==> src/rtl/i2c_addr_match.sv <==
`timescale 1ns/1ps
module i2c_addr_match #(
  parameter int AW = 7,
  parameter logic [AW-1:0] ADDR_RST = '0,
  parameter logic [AW-1:0] MASK_RST = '1
) (
  input  logic          clk,
  input  logic          rst_n,
  input  logic          bus_start,
  input  logic          bus_stop,
  input  logic          rx_valid,
  input  logic [AW:0]   rx_byte,
  input  logic          addr_we,
  input  logic [AW:0]   addr_wdata,
  input  logic          mask_we,
  input  logic [AW:0]   mask_wdata,
  output logic [AW:0]   own_addr,
  output logic [AW:0]   addr_mask,
  output logic          match,
  output logic          dir_read,
  output logic          hdr10
);
  localparam int BW = AW + 1;

  logic [AW-1:0] addr_q, mask_q;
  logic          armed;

  assign own_addr  = {addr_q, 1'b0};
  assign addr_mask = {mask_q, 1'b0};

  wire hit  = ((rx_byte[BW-1:1] ^ addr_q) & mask_q) == '0;
  wire hdr  = rx_byte[BW-1 -: 5] == 5'b11110;
  wire take = rx_valid & armed & ~bus_start & ~bus_stop;

  always_ff @(posedge clk or negedge rst_n) begin
    if (!rst_n) begin
      addr_q <= ADDR_RST;
      mask_q <= MASK_RST;
    end else begin
      if (addr_we) addr_q <= addr_wdata[BW-1:1];
      if (mask_we) mask_q <= mask_wdata[BW-1:1];
    end
  end

  always_ff @(posedge clk or negedge rst_n) begin
    if (!rst_n) begin
      armed    <= 1'b0;
      match    <= 1'b0;
      dir_read <= 1'b0;
      hdr10    <= 1'b0;
    end else if (bus_start || bus_stop) begin
      armed <= bus_start;
      match <= 1'b0;
      hdr10 <= 1'b0;
    end else if (take) begin
      armed <= 1'b0;
      match <= hit;
      hdr10 <= hdr;
      if (hit) dir_read <= rx_byte[0];
    end
  end
endmodule


==> config.mk <==
export PLATFORM = sky130hd
export DESIGN_NAME = i2c_addr_match
export DESIGN_NICKNAME = d
export VERILOG_FILES = /design/src/rtl/i2c_addr_match.sv
export SDC_FILE = /design/constraint.sdc
export NUM_CORES = 1
export LEC_CHECK = 0
export ABC_AREA = 1
export BUFFER_PORTS_ARGS = -buffer_cell sky130_fd_sc_hd__buf_2
export CAP_MARGIN = 30
export CORE_ASPECT_RATIO = 0.9
export CORE_UTILIZATION = 35
export DETAILED_ROUTE_END_ITERATION = 8
export PLACE_DENSITY = 0.69
export SLEW_MARGIN = 20
export SYNTH_ARGS = -nofsm -noshare
export SYNTH_HDL_FRONTEND = slang
export SYNTH_SLANG_ARGS = --single-unit
==> constraint.sdc <==
create_clock -name clk -period 1.8 [get_ports clk]
set_clock_uncertainty 0.15 [all_clocks]
set_input_delay 0.54 -clock clk [delete_from_list [all_inputs] [get_ports clk]]
set_output_delay 0.54 -clock clk [all_outputs]
set_load 0.03 [all_outputs]
==> flow_metrics.env <==
export IMPL_outcome="completed"
export IMPL_clock_sinks=18
export IMPL_dr_pass1_iters=4
export IMPL_drive_gt1_share_pct=46.94
export IMPL_grt_max_degree=19
export IMPL_max_vdd_ir_drop_uv=756.9
export IMPL_hold_ws_ns=0.002197
export IMPL_slew_violations=0
export IMPL_clock_tree_buffer_depth=2
export IMPL_cap_violations=0
export IMPL_drtIter0Drc=12
export IMPL_p_int_w=0.0006645
export IMPL_syn_area_per_cell_sq_um=8.758
export IMPL_clk_pin_slew_worst_paths_ns=0.10
export IMPL_slowest_delay_ns=0.56
export IMPL_hpwl_mm=1.548
export IMPL_diodes=0
export IMPL_h_tree_depth=1
export IMPL_powerDensity_nw_per_um2=843.4
export IMPL_p_leak_nw=0.6456
export IMPL_maxClockFrequency_ghz=0.5763
export IMPL_die_area_sq_um=2733
export IMPL_gr_total_overflow=0
export IMPL_start_util_pct=38.76
export IMPL_start_kind="flop"
export IMPL_crit_chain="buf_2"
export IMPL_synth_cell_type_count=18
export IMPL_utilization_pct=50.77
export IMPL_port_buffers=45
export IMPL_cts_tree="done"
export IMPL_insertion_delay_ns=0.29
export IMPL_routabilityCongestion=0.7018
export IMPL_synth_cells=101
export IMPL_rsz0062_at_grt="no"
export IMPL_yosys_warnings=0
export IMPL_grt_total_usage_pct=15.68
export IMPL_tns_ns=0
export IMPL_hold_violations=0
export IMPL_worstPathBufferInverterCount=1
export IMPL_synth_seq_cells=18
export IMPL_holdBufCountCts=0
export IMPL_die_h_um=49.70
export IMPL_timing_critical_path_arrival_ns=1.05
export IMPL_post_cts_setup_buffer_count=0
export IMPL_pre_cts_ws_ns=0.2971
export IMPL_sequentialPowerShare_pct=49.1
export IMPL_syn_area_sq_um=884.6
export IMPL_ctsResizeCount=0
export IMPL_power_w=0.0009771
export IMPL_routed_wl_mm=1.890
export IMPL_hp_class="primary input to async pin"
export IMPL_crit_type="flop to primary output"
export IMPL_p_sw_w=0.0003126
export IMPL_area_delta_synth_final_pct=30.98
export IMPL_cts_buffers=3
export IMPL_clkPwrFrac_pct=25.4
export IMPL_wl_per_cell_um=10.86
export IMPL_grt_pass1_wl_mm=3.015
export IMPL_swShare_pct=31.99
export IMPL_drc=0
export IMPL_grt_pass1_vias=732
export IMPL_final_antenna_net_count=0
export IMPL_post_route_min_period_ns=1.735
export IMPL_routed_via_density=4.609
export IMPL_critPathTopFamily="flip-flops"
export IMPL_final_nets=179
export IMPL_setup_ws_ns=0.06478
export IMPL_crit_fanout=3
export IMPL_antenna_found_initial=0
export IMPL_vias=802
export IMPL_clockRootBuffer="clkbuf_4"
export IMPL_pwr_share_comb_pct=25.5
export IMPL_critPathSlowestCell="dfstp_2"
export IMPL_endpoint_kind="primary output"
export IMPL_worstPathRequired_ns=1.11
export IMPL_core_sq_um=2282
export IMPL_fp_row_count=16
export IMPL_fin_crit_sh_pct=96.40
export IMPL_die_w_um=54.99
export IMPL_setup_viol=0
export IMPL_ios=50
export IMPL_seq_area_frac_synth_pct=51.91
cells in the final DEF, fill, tap and decap left out:
cell type  count
a31o_2         1
buf_2         45
clkbuf_4       3
clkbuf_8       1
conb_1         2
dfrtp_1       11
dfstp_2        7
inv_1         15
inv_2          1
mux2_2         7
nand2_1       33
nand3_1        8
nand4_1        1
nor2_1         1
nor2_2         1
nor2_4         1
nor3_2         1
o21ai_0        7
o31ai_2        1
cells by family (layout without fill, tap and decap cells):
kind of cell | Yosys count | in the layout | share of synthesized area (%)
multiplexers | 7 | 7 | 8.911
AO/OA/AOI/OAI | 9 | 9 | 6.364
AND/OR/NAND/NOR | 46 | 46 | 22.77
other | 1 | 2 | 0.4239
flip-flops | 18 | 18 | 51.91
buffers and inverters | 20 | 65 | 9.617
cell usage after synthesis:
master | number | share of area, %
nor2_4 | 1 | 1.3
nor2_1 | 1 | 0.42
nand4_1 | 1 | 0.71
nor3_2 | 1 | 1.1
conb_1 | 1 | 0.42
inv_1 | 15 | 6.4
buf_2 | 2 | 1.1
a31o_2 | 1 | 0.99
nand3_1 | 8 | 4.5
dfrtp_1 | 11 | 31
inv_2 | 1 | 0.42
o31ai_2 | 1 | 1.4
dfstp_2 | 7 | 21
o21ai_0 | 7 | 4.0
mux2_2 | 7 | 8.9
nor2_2 | 1 | 0.71
nand2_1 | 33 | 14
buf_4 | 2 | 1.7
flip-flops by register name (all words and copies together) (netlist names):
| signal | count |
|---|---|
| hdr10 | 1 |
| mask_q | 7 |
| addr_q | 7 |
| armed | 1 |
| dir_read | 1 |
| match | 1 |
power by group through the flow:
stage,clock (W),sequential (W),combinational [W]
detailed placement,0,0.000488,0.000252
CTS,0.000264,0.000480,0.000253
finish,0.000248,0.000480,0.000250
global placement,0,0.000486,0.000248
global route,0.000280,0.000485,0.000273
floorplan,0,0.000560,0.0000899
cell type report:
type | count | area [sq um]
tap | 27 | 33.78
fill | 234 | 1124
inverter | 16 | 60.06
clock buffer | 4 | 36.28
sequential | 18 | 459.2
timing repair buffer | 45 | 225.2
multi-input combinational | 64 | 344.1
path summary, 6_finish.rpt:
kind / from / end / slack, ns / depth (start not counted)
setup reg to reg: addr_q[3] / dir_read / 0.57 / 8
max in group asynchronous: rst_n / mask_q[6] / 1.18 / 1
hold reg to reg: dir_read / dir_read / 0.33 / 2
min in group clk: addr_wdata[3] / addr_q[2] / 0.30 / 3
hold / removal: rst_n / addr_q[2] / 0.002 / 1
setup / recovery: mask_q[3] / addr_mask[4] / 0.06 / 1
through the flow:
stage | area (sq um) | std cells
floorplan | 888.4 | 102
global placement | 1122 | 170
detailed placement | 1122 | 170
CTS | 1159 | 174
global route | 1159 | 174
finish | 1159 | 174
per-layer routing:
layer | vias to the layer above | wire length [um] | global-route usage (%)
met1 | 356 | 806 | 18.41
li1 | 405 | - | -
met4 | 0 | 12 | 3.750
met3 | 2 | 213 | 8.025
met5 | - | 0 | 0
met2 | 39 | 858 | 24.90
worst register-to-register path: cells and delay by family (launching register included):
family	cells	cell delay [ns]
AND/OR/NAND/NOR	7	0.49
buffers and inverters	1	0.08
flip-flops	1	0.42
Note: power is estimated with default switching activity, not from simulation.
